--- src/rtl/fes_pkg.sv ---
package fes_pkg;
  localparam logic [7:0] OP_ERASE_GROUP = 8'h50;
  localparam logic [7:0] OP_ERASE_ONE   = 8'h81;
  localparam logic [7:0] OP_STATUS      = 8'hD7;
  localparam int         GROUP_PAGES    = 8;

  typedef enum logic [3:0] {
    S_IDLE, S_DIV_A, S_DIV_L, S_LOAD, S_CMD,
    S_GAP, S_POLL_OP, S_POLL_DAT, S_FIN
  } seq_state_e;

  localparam logic [1:0] E_OK    = 2'd0;
  localparam logic [1:0] E_ALIGN = 2'd1;
  localparam logic [1:0] E_RANGE = 2'd2;
  localparam logic [1:0] E_TMO   = 2'd3;
endpackage

--- src/rtl/fes_divider.sv ---
module fes_divider #(
  parameter int N = 24,
  parameter int D = 11
) (
  input  logic         clk,
  input  logic         rst,
  input  logic         start,
  input  logic [N-1:0] dividend,
  input  logic [D-1:0] divisor,
  output logic         done,
  output logic [N-1:0] quot,
  output logic [D-1:0] rem
);
  localparam int CW = $clog2(N + 1);

  logic [D:0]    acc;
  logic [N-1:0]  q;
  logic [CW-1:0] cnt;
  logic          busy;
  logic [D:0]    trial;
  logic          fits;

  assign trial = {acc[D-1:0], q[N-1]};
  assign fits  = trial >= {1'b0, divisor};

  always_ff @(posedge clk) begin
    if (rst) begin
      acc  <= '0;
      q    <= '0;
      cnt  <= '0;
      busy <= 1'b0;
      done <= 1'b0;
    end else begin
      done <= 1'b0;
      if (start) begin
        acc  <= '0;
        q    <= dividend;
        cnt  <= CW'(N);
        busy <= 1'b1;
      end else if (busy) begin
        acc <= fits ? (trial - {1'b0, divisor}) : trial;
        q   <= {q[N-2:0], fits};
        cnt <= cnt - 1'b1;
        if (cnt == CW'(1)) begin
          busy <= 1'b0;
          done <= 1'b1;
        end
      end
    end
  end

  assign quot = q;
  assign rem  = acc[D-1:0];
endmodule

--- src/rtl/fes_poll_timer.sv ---
module fes_poll_timer #(
  parameter int GAP_W = 16,
  parameter int TMO_W = 20
) (
  input  logic             clk,
  input  logic             rst,
  input  logic             gap_load,
  input  logic [GAP_W-1:0] gap_len,
  input  logic             tmo_clear,
  input  logic             tmo_run,
  input  logic [TMO_W-1:0] tmo_limit,
  output logic             gap_zero,
  output logic             tmo_hit
);
  logic [GAP_W-1:0] gap_cnt;
  logic [TMO_W-1:0] tmo_cnt;

  always_ff @(posedge clk) begin
    if (rst) begin
      gap_cnt <= '0;
    end else if (gap_load) begin
      gap_cnt <= gap_len;
    end else if (gap_cnt != '0) begin
      gap_cnt <= gap_cnt - 1'b1;
    end
  end

  always_ff @(posedge clk) begin
    if (rst || tmo_clear) begin
      tmo_cnt <= '0;
    end else if (tmo_run && !tmo_hit) begin
      tmo_cnt <= tmo_cnt + 1'b1;
    end
  end

  assign gap_zero = (gap_cnt == '0);
  assign tmo_hit  = (tmo_cnt >= tmo_limit);
endmodule

--- src/rtl/fes_cmd_build.sv ---
module fes_cmd_build
  import fes_pkg::*;
#(
  parameter int PW   = 24,
  parameter int SH_W = 4
) (
  input  logic [PW-1:0]   page_idx,
  input  logic [PW-1:0]   pages_left,
  input  logic [SH_W-1:0] shift,
  output logic            use_group,
  output logic [7:0]      opcode,
  output logic [7:0]      addr_hi,
  output logic [7:0]      addr_mid
);
  localparam int WIDE = PW + (1 << SH_W);

  logic [WIDE-1:0] dev_addr;

  always_comb begin
    use_group = (page_idx[2:0] == 3'b000) && (pages_left >= PW'(GROUP_PAGES));
    opcode    = use_group ? OP_ERASE_GROUP : OP_ERASE_ONE;
    dev_addr  = {{(WIDE-PW){1'b0}}, page_idx} << shift;
    addr_hi   = dev_addr[23:16];
    addr_mid  = dev_addr[15:8];
  end
endmodule

--- src/rtl/flash_erase_seq.sv ---
module flash_erase_seq
  import fes_pkg::*;
#(
  parameter int ADDR_W = 24,
  parameter int PS_W   = 11,
  parameter int SH_W   = 4,
  parameter int GAP_W  = 16,
  parameter int TMO_W  = 20
) (
  input  logic              clk,
  input  logic              rst,
  input  logic              req_valid,
  output logic              req_ready,
  input  logic [ADDR_W-1:0] req_addr,
  input  logic [ADDR_W-1:0] req_len,
  input  logic [PS_W-1:0]   cfg_page_bytes,
  input  logic [SH_W-1:0]   cfg_page_shift,
  input  logic [ADDR_W:0]   cfg_dev_bytes,
  input  logic [GAP_W-1:0]  cfg_poll_gap,
  input  logic [TMO_W-1:0]  cfg_timeout,
  output logic              spi_cs,
  output logic              spi_tx_valid,
  output logic [7:0]        spi_tx_byte,
  input  logic              spi_done,
  input  logic [7:0]        spi_rx_byte,
  output logic              done,
  output logic [1:0]        err
);
  localparam logic [ADDR_W-1:0] STEP_GROUP = ADDR_W'(GROUP_PAGES);
  localparam logic [ADDR_W-1:0] STEP_ONE   = ADDR_W'(1);

  seq_state_e        state;
  logic [ADDR_W-1:0] len_q;
  logic [PS_W-1:0]   ps_q;
  logic [SH_W-1:0]   sh_q;
  logic [GAP_W-1:0]  gap_q;
  logic [TMO_W-1:0]  tmo_q;
  logic [ADDR_W-1:0] page_q;
  logic [ADDR_W-1:0] left_q;
  logic [7:0]        b1_q, b2_q;
  logic              grp_q;
  logic [1:0]        idx_q;
  logic              cs_q, txv_q, done_q;
  logic [7:0]        txb_q;
  logic [1:0]        err_q;

  logic              div_start;
  logic [ADDR_W-1:0] div_in;
  logic              div_done;
  logic [ADDR_W-1:0] div_quot;
  logic [PS_W-1:0]   div_rem;

  logic              bld_grp;
  logic [7:0]        bld_op, bld_hi, bld_mid;

  logic              gap_load, tmo_clear, tmo_run, gap_zero, tmo_hit;
  logic [ADDR_W:0]   req_end;
  logic              cmd_last, poll_retry;

  fes_divider #(.N(ADDR_W), .D(PS_W)) u_div (
    .clk      (clk),
    .rst      (rst),
    .start    (div_start),
    .dividend (div_in),
    .divisor  (ps_q),
    .done     (div_done),
    .quot     (div_quot),
    .rem      (div_rem)
  );

  fes_cmd_build #(.PW(ADDR_W), .SH_W(SH_W)) u_build (
    .page_idx   (page_q),
    .pages_left (left_q),
    .shift      (sh_q),
    .use_group  (bld_grp),
    .opcode     (bld_op),
    .addr_hi    (bld_hi),
    .addr_mid   (bld_mid)
  );

  fes_poll_timer #(.GAP_W(GAP_W), .TMO_W(TMO_W)) u_timer (
    .clk       (clk),
    .rst       (rst),
    .gap_load  (gap_load),
    .gap_len   (gap_q),
    .tmo_clear (tmo_clear),
    .tmo_run   (tmo_run),
    .tmo_limit (tmo_q),
    .gap_zero  (gap_zero),
    .tmo_hit   (tmo_hit)
  );

  assign req_end    = {1'b0, req_addr} + {1'b0, req_len};
  assign cmd_last   = (state == S_CMD) && spi_done && (idx_q == 2'd3);
  assign poll_retry = (state == S_POLL_DAT) && spi_done && !spi_rx_byte[7];
  assign gap_load   = cmd_last || poll_retry;
  assign tmo_clear  = (state == S_LOAD);
  assign tmo_run    = (state == S_GAP) || (state == S_POLL_OP) || (state == S_POLL_DAT);

  always_ff @(posedge clk) begin
    if (rst) begin
      state     <= S_IDLE;
      len_q     <= '0;
      ps_q      <= '0;
      sh_q      <= '0;
      gap_q     <= '0;
      tmo_q     <= '0;
      page_q    <= '0;
      left_q    <= '0;
      b1_q      <= '0;
      b2_q      <= '0;
      grp_q     <= 1'b0;
      idx_q     <= '0;
      cs_q      <= 1'b0;
      txv_q     <= 1'b0;
      txb_q     <= '0;
      done_q    <= 1'b0;
      err_q     <= E_OK;
      div_start <= 1'b0;
      div_in    <= '0;
    end else begin
      done_q    <= 1'b0;
      div_start <= 1'b0;
      case (state)
        S_IDLE: begin
          if (req_valid) begin
            len_q <= req_len;
            ps_q  <= cfg_page_bytes;
            sh_q  <= cfg_page_shift;
            gap_q <= cfg_poll_gap;
            tmo_q <= cfg_timeout;
            if (req_len == '0) begin
              state  <= S_FIN;
              done_q <= 1'b1;
              err_q  <= E_OK;
            end else if (req_end > cfg_dev_bytes) begin
              state  <= S_FIN;
              done_q <= 1'b1;
              err_q  <= E_RANGE;
            end else begin
              div_start <= 1'b1;
              div_in    <= req_addr;
              state     <= S_DIV_A;
            end
          end
        end
        S_DIV_A: begin
          if (div_done) begin
            if (div_rem != '0) begin
              state  <= S_FIN;
              done_q <= 1'b1;
              err_q  <= E_ALIGN;
            end else begin
              page_q    <= div_quot;
              div_start <= 1'b1;
              div_in    <= len_q;
              state     <= S_DIV_L;
            end
          end
        end
        S_DIV_L: begin
          if (div_done) begin
            if (div_rem != '0) begin
              state  <= S_FIN;
              done_q <= 1'b1;
              err_q  <= E_ALIGN;
            end else begin
              left_q <= div_quot;
              state  <= S_LOAD;
            end
          end
        end
        S_LOAD: begin
          b1_q  <= bld_hi;
          b2_q  <= bld_mid;
          grp_q <= bld_grp;
          idx_q <= 2'd0;
          cs_q  <= 1'b1;
          txv_q <= 1'b1;
          txb_q <= bld_op;
          state <= S_CMD;
        end
        S_CMD: begin
          if (spi_done) begin
            if (idx_q == 2'd3) begin
              cs_q  <= 1'b0;
              txv_q <= 1'b0;
              if (grp_q) begin
                page_q <= page_q + STEP_GROUP;
                left_q <= left_q - STEP_GROUP;
              end else begin
                page_q <= page_q + STEP_ONE;
                left_q <= left_q - STEP_ONE;
              end
              state <= S_GAP;
            end else begin
              idx_q <= idx_q + 2'd1;
              case (idx_q)
                2'd0:    txb_q <= b1_q;
                2'd1:    txb_q <= b2_q;
                default: txb_q <= 8'h00;
              endcase
            end
          end
        end
        S_GAP: begin
          if (tmo_hit) begin
            state  <= S_FIN;
            done_q <= 1'b1;
            err_q  <= E_TMO;
          end else if (gap_zero) begin
            cs_q  <= 1'b1;
            txv_q <= 1'b1;
            txb_q <= OP_STATUS;
            state <= S_POLL_OP;
          end
        end
        S_POLL_OP: begin
          if (spi_done) begin
            txb_q <= 8'h00;
            state <= S_POLL_DAT;
          end
        end
        S_POLL_DAT: begin
          if (spi_done) begin
            cs_q  <= 1'b0;
            txv_q <= 1'b0;
            if (spi_rx_byte[7]) begin
              if (left_q == '0) begin
                state  <= S_FIN;
                done_q <= 1'b1;
                err_q  <= E_OK;
              end else begin
                state <= S_LOAD;
              end
            end else begin
              state <= S_GAP;
            end
          end
        end
        S_FIN:   state <= S_IDLE;
        default: state <= S_IDLE;
      endcase
    end
  end

  assign req_ready    = (state == S_IDLE);
  assign spi_cs       = cs_q;
  assign spi_tx_valid = txv_q;
  assign spi_tx_byte  = txb_q;
  assign done         = done_q;
  assign err          = err_q;
endmodule

--- config.mk ---
export PLATFORM = sky130hd
export DESIGN_NAME = flash_erase_seq
export DESIGN_NICKNAME = d
export VERILOG_FILES = /design/src/rtl/fes_pkg.sv /design/src/rtl/fes_divider.sv /design/src/rtl/fes_poll_timer.sv /design/src/rtl/fes_cmd_build.sv /design/src/rtl/flash_erase_seq.sv
export SDC_FILE = /design/constraint.sdc
export NUM_CORES = 1
export LEC_CHECK = 0
export BUFFER_PORTS_ARGS = -buffer_cell sky130_fd_sc_hd__buf_2
export CAP_MARGIN = 15
export CORE_MARGIN = 10
export CORE_UTILIZATION = 55
export CTS_BUF_LIST = sky130_fd_sc_hd__clkbuf_2 sky130_fd_sc_hd__clkbuf_4 sky130_fd_sc_hd__clkbuf_8
export DETAILED_ROUTE_END_ITERATION = 16
export MAX_ROUTING_LAYER = met4
export PLACE_DENSITY = 0.82
export SLEW_MARGIN = 20
export SYNTH_ARGS = -nofsm -noshare
export SYNTH_HDL_FRONTEND = slang
export SYNTH_HIERARCHICAL = 1
export SYNTH_SLANG_ARGS = --single-unit
export TNS_END_PERCENT = 100
--- constraint.sdc ---
create_clock -name clk -period 6.1 [get_ports clk]
set_input_delay 0.305 -clock clk [delete_from_list [all_inputs] [get_ports clk]]
set_output_delay 0.305 -clock clk [all_outputs]
set_load 0.05 [all_outputs]
-- Word level (Yosys, flattened, before mapping)
Index checks and enable logic that the tools add are counted.
- add/subtract/negate cells: 10
- order comparisons: 4
- eq/ne operators: 31
- shift-type cells: 1
- multiplexer cells: 86
- bitwise operators: 1
- reductions and logical operators: 41
- operator list (operator ; number):
    24-bit two-way mux ; 15
    24-bit case mux with 2 select lines ; 3
    4-bit two-way mux ; 15
    24-bit zero test ; 2
    8-bit two-way mux ; 6
    16-bit two-way mux ; 2
    4-bit case mux with 8 select lines ; 1
    8-bit case mux with 4 select lines ; 1
    24-bit by 24-bit adder with 25-bit output ; 1
    25-bit greater-than comparator ; 1
    24-bit by 1-bit adder with 24-bit output (second input constant) ; 1
    24-bit by 4-bit adder with 24-bit output (second input constant) ; 1
    24-bit by 4-bit greater-or-equal comparator with 1-bit output (second input constant) ; 1
    2-bit inequality test (second input constant) ; 12
    24-bit by 4-bit left shift with 24-bit output ; 1
    24-bit by 1-bit subtractor with 24-bit output (second input constant) ; 1
    24-bit by 4-bit subtractor with 24-bit output (second input constant) ; 1
    1-bit two-way mux ; 23
    2-bit two-way mux ; 11
    20-bit by 1-bit adder with 20-bit output (second input constant) ; 1
    20-bit greater-or-equal comparator ; 1
    6-bit AND reduction ; 3
    4-bit by 3-bit equality test with 1-bit output (second input constant) ; 4
    16-bit zero test ; 1
    38 further kinds ; 65
- register bits: 261
- bits of input ports: 136
- output and inout bits: 14
- word-level logic and storage cells: 200

-- Longest topological paths before layout
Gate-level depths: netlist of the first run.
- depth after elaboration: 6
- depth in mapped cells: 19
- gate-level depth less buffers: 18

-- Modules after synthesis
The synthesis of the first run kept the hierarchy.
- modules (own cells, without submodules) (module ; instances ; cells an instance ; area each (sq um) ; seq. area each (sq um)):
    flash_erase_seq ; 1 ; 1414 ; 10558.9 ; 3663.5
    fes_divider ; 1 ; 302 ; 2437.3 ; 840.8
    fes_poll_timer ; 1 ; 298 ; 2368.5 ; 720.7
    fes_cmd_build ; 1 ; 114 ; 1208.7 ; 0.0

-- Worst setup path before layout of the first run
OpenSTA, ideal clock, no wires.
- kind: in2reg
- start point: input req_addr[0]
- end point: register err_q[0], in the netlist err[0]
- setup time: 0.121 ns
- arrival: 3.979 ns
- required time: 5.979 ns
- path slack: 2.000 ns
- stages on the path: 17
- path buffers: 0
- path through: ha_1 -> inv_1 -> fa_1 -> nor2b_1 -> o211ai_1 -> a21boi_1 -> o21ai_0 -> a21boi_1 -> nand4_1 -> and3_1 -> ha_1 -> nand4_1 -> nor4_1 -> nand4_1 -> a221oi_1 -> or3_4 -> mux2_4
- longest elaborated chain between the ends: 4
- ends and longest elaborated chain (item ; RTL line ; source):
    start: declaration ; flash_erase_seq.sv:14 ; input logic [ADDR_W-1:0] req_addr,
    24-bit by 24-bit adder with 25-bit output ; flash_erase_seq.sv:93 ; assign req_end = {1'b0, req_addr} + {1'b0, req_len};
    25-bit greater-than comparator ; flash_erase_seq.sv:136 ; end else if (req_end > cfg_dev_bytes) begin
    3-bit by 1-bit inequality test with 1-bit output (no source line) ; -- ;
    9-bit AND reduction (no source line) ; -- ;
    end signal: assignment ; flash_erase_seq.sv:135 ; err_q <= E_OK;
    end signal: assignment ; flash_erase_seq.sv:139 ; err_q <= E_RANGE;
    end signal: assignment ; flash_erase_seq.sv:152 ; err_q <= E_ALIGN;
    end: declaration ; flash_erase_seq.sv:45 ; logic [1:0] err_q;
Every way passes these cells.
A chain may end at the register's enable or synchronous reset.

-- Worst setup path after layout of the first run
- start point: input req_len[0]
- end point: register err_q[0], in the netlist err[0]
- longest elaborated chain between the ends: 4
- elaborated cells between the ends (all ways): 8
- classes of those cells: 1 x add/sub; 1 x order compare; 1 x eq/ne; 3 x mux; 2 x reduce/logical
- ends and longest elaborated chain (item ; RTL line ; source):
    start: declaration ; flash_erase_seq.sv:15 ; input logic [ADDR_W-1:0] req_len,
    24-bit by 24-bit adder with 25-bit output / 24-bit zero test (equally long branches) ; flash_erase_seq.sv:93, flash_erase_seq.sv:132 ;
    25-bit greater-than comparator / 2-bit two-way mux (equally long branches) ; flash_erase_seq.sv:136, flash_erase_seq.sv:132 ;
    3-bit by 1-bit inequality test with 1-bit output (no source line) / 2-bit two-way mux (equally long branches) ; -- ;
    9-bit AND reduction (no source line) / 2-bit case mux with 4 select lines (equally long branches) ; -- ;
Several ways; a longest one is shown, not always the timed one. The select of a mux whose other input is x is not followed.

==> results of run 1 <==
==> cell usage in the layout (no fill, tap or decap), types with 9 or more instances in the layout <==
master         synthesis  routed
a211oi_1              40      40
o21ai_0              111     110
buf_2                 23     141
buf_4                 11      12
o211ai_1               9       9
nor3_1                39      39
nand2b_1              11      11
or4_1                 14      14
dfxtp_1              261     260
clkbuf_8               0      51
o22ai_1               17      17
or2_2                  9       9
o31ai_1               17      17
dlygate4sd3_1          0      45
mux2i_1               63      63
nand3_1               48      48
nor4_1                22      22
nand4_1               22      22
o21a_1                19      19
a22oi_1               28      28
nor2b_1               14      14
a31oi_1               10      10
mux4_2                19      19
inv_1                 99      99
ha_1                  92      92
xnor2_1               27      27
or3_1                 25      25
a311oi_2              23      23
a21o_1                10      10
a21oi_1              232     232
clkbuf_4               0      13
xor2_1                13      13
nand2_1              369     368
nor2_1               200     200
==> worst paths after layout <==
check,startpoint,end,cells after the start
max,req_len[0],err[0],18
min,cfg_poll_gap[12],gap_q[12],3
max reg2reg,u_timer/gap_cnt[0],spi_tx_byte[4],10
min reg2reg,len_q[2],len_q[2],2
==> tightest hold or removal path: stages <==
cell     delay [ns]
buf_2          0.11
nand2_1        0.05
a21oi_1        0.05
==> registers in the layout, indices dropped and copies added, names as in the netlist, 2 cells and up <==
signal / count
state: 4
u_timer/tmo_cnt: 20
b1_q: 8
spi_tx_byte: 8
u_div/cnt: 5
left_q: 24
u_div/acc: 11
sh_q: 4
u_div/quot: 24
idx_q: 2
err: 2
b2_q: 8
tmo_q: 20
page_q: 24
ps_q: 11
len_q: 24
u_timer/gap_cnt: 16
div_in: 24
gap_q: 16
==> power groups by stage <==
stage	logic, mW	registers [mW]	clock network, mW
finish	2.48	2.24	1.56
global route	2.71	2.27	1.66
CTS	2.43	2.23	1.58
detailed placement	2.39	2.26	0
global placement	2.32	2.25	0
floorplan	1.96	2.22	0
==> what timing repair did <==
action | in CTS | in global routing
resized for setup | 0 | 0
hold endpoints to repair | 45 | 0
hold buffers | 45 | 0
==> cells by family (layout without fill, tap and decap cells) <==
| logic type | after synthesis | after routing | share of synthesized area |
|---|---|---|---|
| compound gates | 587 | 587 | 0.232 |
| xor+xnor | 40 | 40 | 0.0211 |
| fa+ha+maj | 94 | 94 | 0.0719 |
| buf+inv | 236 | 371 | 0.0618 |
| flops | 261 | 261 | 0.315 |
| mux | 90 | 90 | 0.0722 |
| other cells | 1 | 5 | 0.000226 |
| simple gates | 819 | 819 | 0.225 |
==> final cells by class <==
cell class | count | share of cell area
multi-input combinational | 1634 | 0.557
sequential | 261 | 0.281
timing repair buffer | 200 | 0.0688
clock buffer | 64 | 0.0430
tap | 390 | 0.0263
inverter | 102 | 0.0206
clock inverter | 5 | 0.00330
antenna | 1 | 0.000135
==> layer usage <==
layer  wire (um)  global-route usage
met1       20400               0.306
met3        3110              0.0313
met5           0                   -
met2       21100               0.368
met4        1140              0.0730
==> impl_metrics.env, run 1 <==
export IMPL_min_period_ns=4.79
export IMPL_wirelength_mm=45.8
export IMPL_cts_htree_levels=2
export IMPL_grt_remaining_overflow=0
export IMPL_synth_ff_type="dfxtp_1"
export IMPL_critical_path_max_stage_delay_ns=0.70
export IMPL_finalPower_mw=6.27
export IMPL_synth_most_common_cell="nand2_1"
export IMPL_grt_max_degree=92
export IMPL_switching_share=0.391
export IMPL_first_global_vias=14900
export IMPL_hold_class="in2reg"
export IMPL_max_freq_ghz=0.209
export IMPL_dr_pass1_iters=6
export IMPL_fin_util=0.625
export IMPL_die_y_um=194
export IMPL_nNetsFinal=2473
export IMPL_multiInputGateArea_sq_um=10300
export IMPL_yosysTopAreaCellShare=0.315
export IMPL_slew_headroom=0.308
export IMPL_switching_power_mw=2.45
export IMPL_dp_slack_ns=0.798
export IMPL_wl_per_cell_um=17.2
export IMPL_drv_slew=0
export IMPL_timing_reg2reg_setup_slack_ns=2.37
export IMPL_boundaryPins=150
export IMPL_rows=63
export IMPL_synth_seq_cells=261
export IMPL_status="finished clean"
export IMPL_dp_hpwl_mm=32.4
export IMPL_cpLargestDelayFamily="compound AO/OA/AOI/OAI gates"
export IMPL_setup_tns_ns=0
export IMPL_grt_util_all_layers=0.234
export IMPL_clock_sinks=261
export IMPL_hold_slack_ns=0.0229
export IMPL_grt_pass1_wl_mm=74.0
export IMPL_yosys_top_cells_area="dfxtp_1 32%, nand2_1 8.4%, a21oi_1 7.0%"
export IMPL_seqPwrFrac=0.356
export IMPL_seq_area_frac_synth=0.315
export IMPL_synth_edf_count=0
export IMPL_numCtsBuffers=44
export IMPL_setup_viol=0
export IMPL_arrival_ns=5.23
export IMPL_power_density_nw_per_um2=338
export IMPL_cts_setup_buffers=0
export IMPL_clkPwrFrac=0.249
export IMPL_cp_max_fo=6
export IMPL_netlist_cell_type_count=96
export IMPL_final_seq_area_sq_um=5230
export IMPL_cts_root_buf="clkbuf_8"
export IMPL_core_sq_um=29700
export IMPL_peakVddDrop_uv=171
export IMPL_avgViaCountPerCell=6.06
export IMPL_crit_type="in2reg"
export IMPL_synth_avg_cell_area_sq_um=7.79
export IMPL_antenna_found_initial=1
export IMPL_clk_insertion_delay_late_ns=0.55
export IMPL_drive_gt1_frac=0.139
export IMPL_worstPathRequired_ns=6.54
export IMPL_cp_common_cell="nand4_1"
export IMPL_finalHoldViolCount=0
export IMPL_critPathLaunchType="input port"
export IMPL_async_flop_share=0
export IMPL_portBuffers=142
export IMPL_synthCells=2128
export IMPL_gp_congestion=0.972
export IMPL_slowest_stage="a221oi_1"
export IMPL_synth_area_sq_um=16600
export IMPL_cts_tree="yes"
export IMPL_dieArea_sq_um=37500
export IMPL_syn2layout_area_growth_pct=12.1
export IMPL_ys_top_cells_by_count="369 x nand2_1, 261 x dfxtp_1, 232 x a21oi_1"
export IMPL_clock_path_buffers=3
export IMPL_clk_pin_slew_ns=0.06
export IMPL_vias=16100
export IMPL_drtIter0Drc=1596
export IMPL_critPathBufInv=2
export IMPL_post_route_drc_count=0
export IMPL_fin_crit_sh=0.786
export IMPL_yosys_warnings=6
export IMPL_critPathCaptureType="flop"
export IMPL_comb_power_share=0.395
export IMPL_synth_top_area_cell="dfxtp_1"
export IMPL_fillerInstances=2494
export IMPL_die_w_um=194
export IMPL_p_leak_nw=7.10
export IMPL_drv_cap=0
export IMPL_worst_slew_pin_slew_ns=1.03
export IMPL_dp_cells=2542
export IMPL_p_int_mw=3.82
export IMPL_final_area_sq_um=18600
export IMPL_placed_cell_area_sq_um=17300
export IMPL_start_util=0.558
export IMPL_final_setup_worst_slack_ns=1.31
export IMPL_final_cells=2657
export IMPL_skew_ns=0.0258
export IMPL_ant_nets=0
export IMPL_rsz0062_at_grt="no"
export IMPL_cp_cell_sequence="buf_2, ha_1, inv_1, fa_1, nor2b_1, o211ai_1, a21boi_1, o21ai_0, a21boi_1, nand4_1, and3_1, ha_1, nand4_1, nor4_1, nand4_1, a221oi_1, or3_4, mux2_4"
Note: power is estimated with default switching activity, not from simulation.
==> run 2, diff against run 1 <==
==> constraint.sdc (replaced) <==
create_clock -name clk -period 4.85 [get_ports clk]
set_input_delay 0.2425 -clock clk [delete_from_list [all_inputs] [get_ports clk]]
set_output_delay 0.2425 -clock clk [all_outputs]
set_load 0.05 [all_outputs]
==> impl_metrics.env, run 2 (synthesized netlist as in run 1, its figures left out) <==
export IMPL_die_w_um=194
export IMPL_seqPwrFrac=0.353
export IMPL_clk_insertion_delay_late_ns=0.57
export IMPL_power_density_nw_per_um2=424
export IMPL_cp_max_fo=25
export IMPL_crit_type="in2reg"
export IMPL_setup_tns_ns=0
export IMPL_cts_tree="yes"
export IMPL_wl_met1_mm=20.8
export IMPL_peakVddDrop_uv=224
export IMPL_grt_pass1_wl_mm=77.8
export IMPL_die_y_um=194
export IMPL_fin_crit_sh=0.976
export IMPL_cts_setup_buffers=0
export IMPL_dieArea_sq_um=37500
export IMPL_worst_slew_pin_slew_ns=1.10
export IMPL_fin_util=0.644
export IMPL_clock_sinks=261
export IMPL_status="finished clean"
export IMPL_dr_pass1_iters=6
export IMPL_start_util=0.558
export IMPL_finalPower_mw=8.12
export IMPL_vias=16500
export IMPL_rsz0062_at_grt="no"
export IMPL_slew_headroom=0.264
export IMPL_switching_power_mw=3.17
export IMPL_met2WireLength_mm=22.5
export IMPL_drive_gt1_frac=0.143
export IMPL_grt_util_all_layers=0.246
export IMPL_ant_nets=0
export IMPL_fillerInstances=2464
export IMPL_skew_ns=0.0381
export IMPL_final_area_sq_um=19100
export IMPL_hold_class="in2reg"
export IMPL_p_leak_nw=7.34
export IMPL_finalHoldViolCount=0
export IMPL_dp_slack_ns=-0.137
export IMPL_grt_max_degree=97
export IMPL_drv_slew=0
export IMPL_top_layer_used="met4"
export IMPL_clk_pin_slew_ns=0.07
export IMPL_final_common_cell="nand2_1"
export IMPL_antenna_found_initial=1
export IMPL_first_global_vias=15600
export IMPL_worstPathRequired_ns=5.30
export IMPL_hold_slack_ns=0.00930
export IMPL_boundaryPins=150
export IMPL_core_sq_um=29700
export IMPL_cts_htree_levels=2
export IMPL_final_setup_worst_slack_ns=0.116
export IMPL_drtIter0Drc=1704
export IMPL_rows=63
export IMPL_drv_cap=0
export IMPL_critPathCaptureType="flop"
export IMPL_switching_share=0.390
export IMPL_dp_hpwl_mm=33.4
export IMPL_final_cell_mix="368 x nand2_1, 260 x dfxtp_1, 232 x a21oi_1"
export IMPL_dr_wl_met3_mm=3.29
export IMPL_grt_remaining_overflow=0
export IMPL_comb_power_share=0.388
export IMPL_max_freq_ghz=0.211
export IMPL_post_route_drc_count=0
export IMPL_arrival_ns=5.18
export IMPL_cts_root_buf="clkbuf_8"
export IMPL_clock_path_buffers=3
export IMPL_wl_per_cell_um=17.7
export IMPL_portBuffers=142
export IMPL_syn2layout_area_growth_pct=15.4
export IMPL_min_period_ns=4.73
export IMPL_clkPwrFrac=0.259
export IMPL_dp_cells=2546
export IMPL_nNetsFinal=2517
export IMPL_gp_congestion=0.946
export IMPL_avgViaCountPerCell=6.10
export IMPL_p_int_mw=4.95
export IMPL_final_cells=2709
export IMPL_critPathLaunchType="input port"
export IMPL_wirelength_mm=47.9
export IMPL_setup_viol=0
export IMPL_placed_cell_area_sq_um=17300
export IMPL_numCtsBuffers=43
==> run 2: critical path, cell delays in order <==
cell           delay, ns
dlygate4sd3_1       0.57
buf_2               0.15
ha_1                0.33
nor2b_1             0.17
o211ai_1            0.19
a21boi_1            0.12
o21ai_0             0.38
a21boi_2            0.19
or4b_2              0.65
nand4_1             0.09
ha_1                0.26
a21oi_1             0.16
o21a_1              0.15
a2bb2oi_1           0.25
o211ai_2            0.16
a311oi_4            0.41
clkbuf_16           0.27
nor2_1              0.08
a311oi_2            0.35
==> run 2: area by class of cell <==
| cell class | count | area [sq um] | area share |
|---|---|---|---|
| diodes | 1 | 2.50 | 0.000131 |
| repair buffers | 245 | 1720 | 0.0902 |
| clock buffers | 69 | 837 | 0.0438 |
| flip-flops and latches | 261 | 5230 | 0.273 |
| clock inverters | 7 | 98.8 | 0.00517 |
| well taps | 390 | 488 | 0.0255 |
| multi-input cells | 1634 | 10400 | 0.542 |
| inverters | 102 | 383 | 0.0200 |
==> run 2: final timing paths <==
| path | from | cells after the start | endpoint | slack, ns |
|---|---|---|---|---|
| min reg2reg | tmo_q[9] | 2 | tmo_q[9] | 0.45 |
| max reg2reg | tmo_q[17] | 11 | spi_tx_byte[4] | 1.15 |
| min | req_addr[3] | 3 | div_in[3] | 0.009 |
| max | req_len[2] | 19 | div_in[0] | 0.12 |
==> run 2: per-layer routing <==
layer  vias up  global-route usage
met5         -                   -
met4         0              0.0824
met3        94              0.0296
met2       742               0.396
met1      7751               0.315
li1       7945                   -
==> run 2: repair_timing <==
item | in CTS | in global routing
endpoints found under the setup margin | 0 | 29
hold buffers | 85 | 0
gates resized for setup | 0 | 5
endpoints found under the hold margin | 85 | 0
==> run 2: power groups by stage <==
stage	Clock (mW)	Sequential, mW	Combinational (mW)
after global routing	2.21	2.91	3.44
after floorplan	0	2.79	2.46
after detailed placement	0	2.89	2.99
after CTS	2.11	2.85	3.06
final	2.10	2.87	3.15
after global placement	0	2.87	2.88
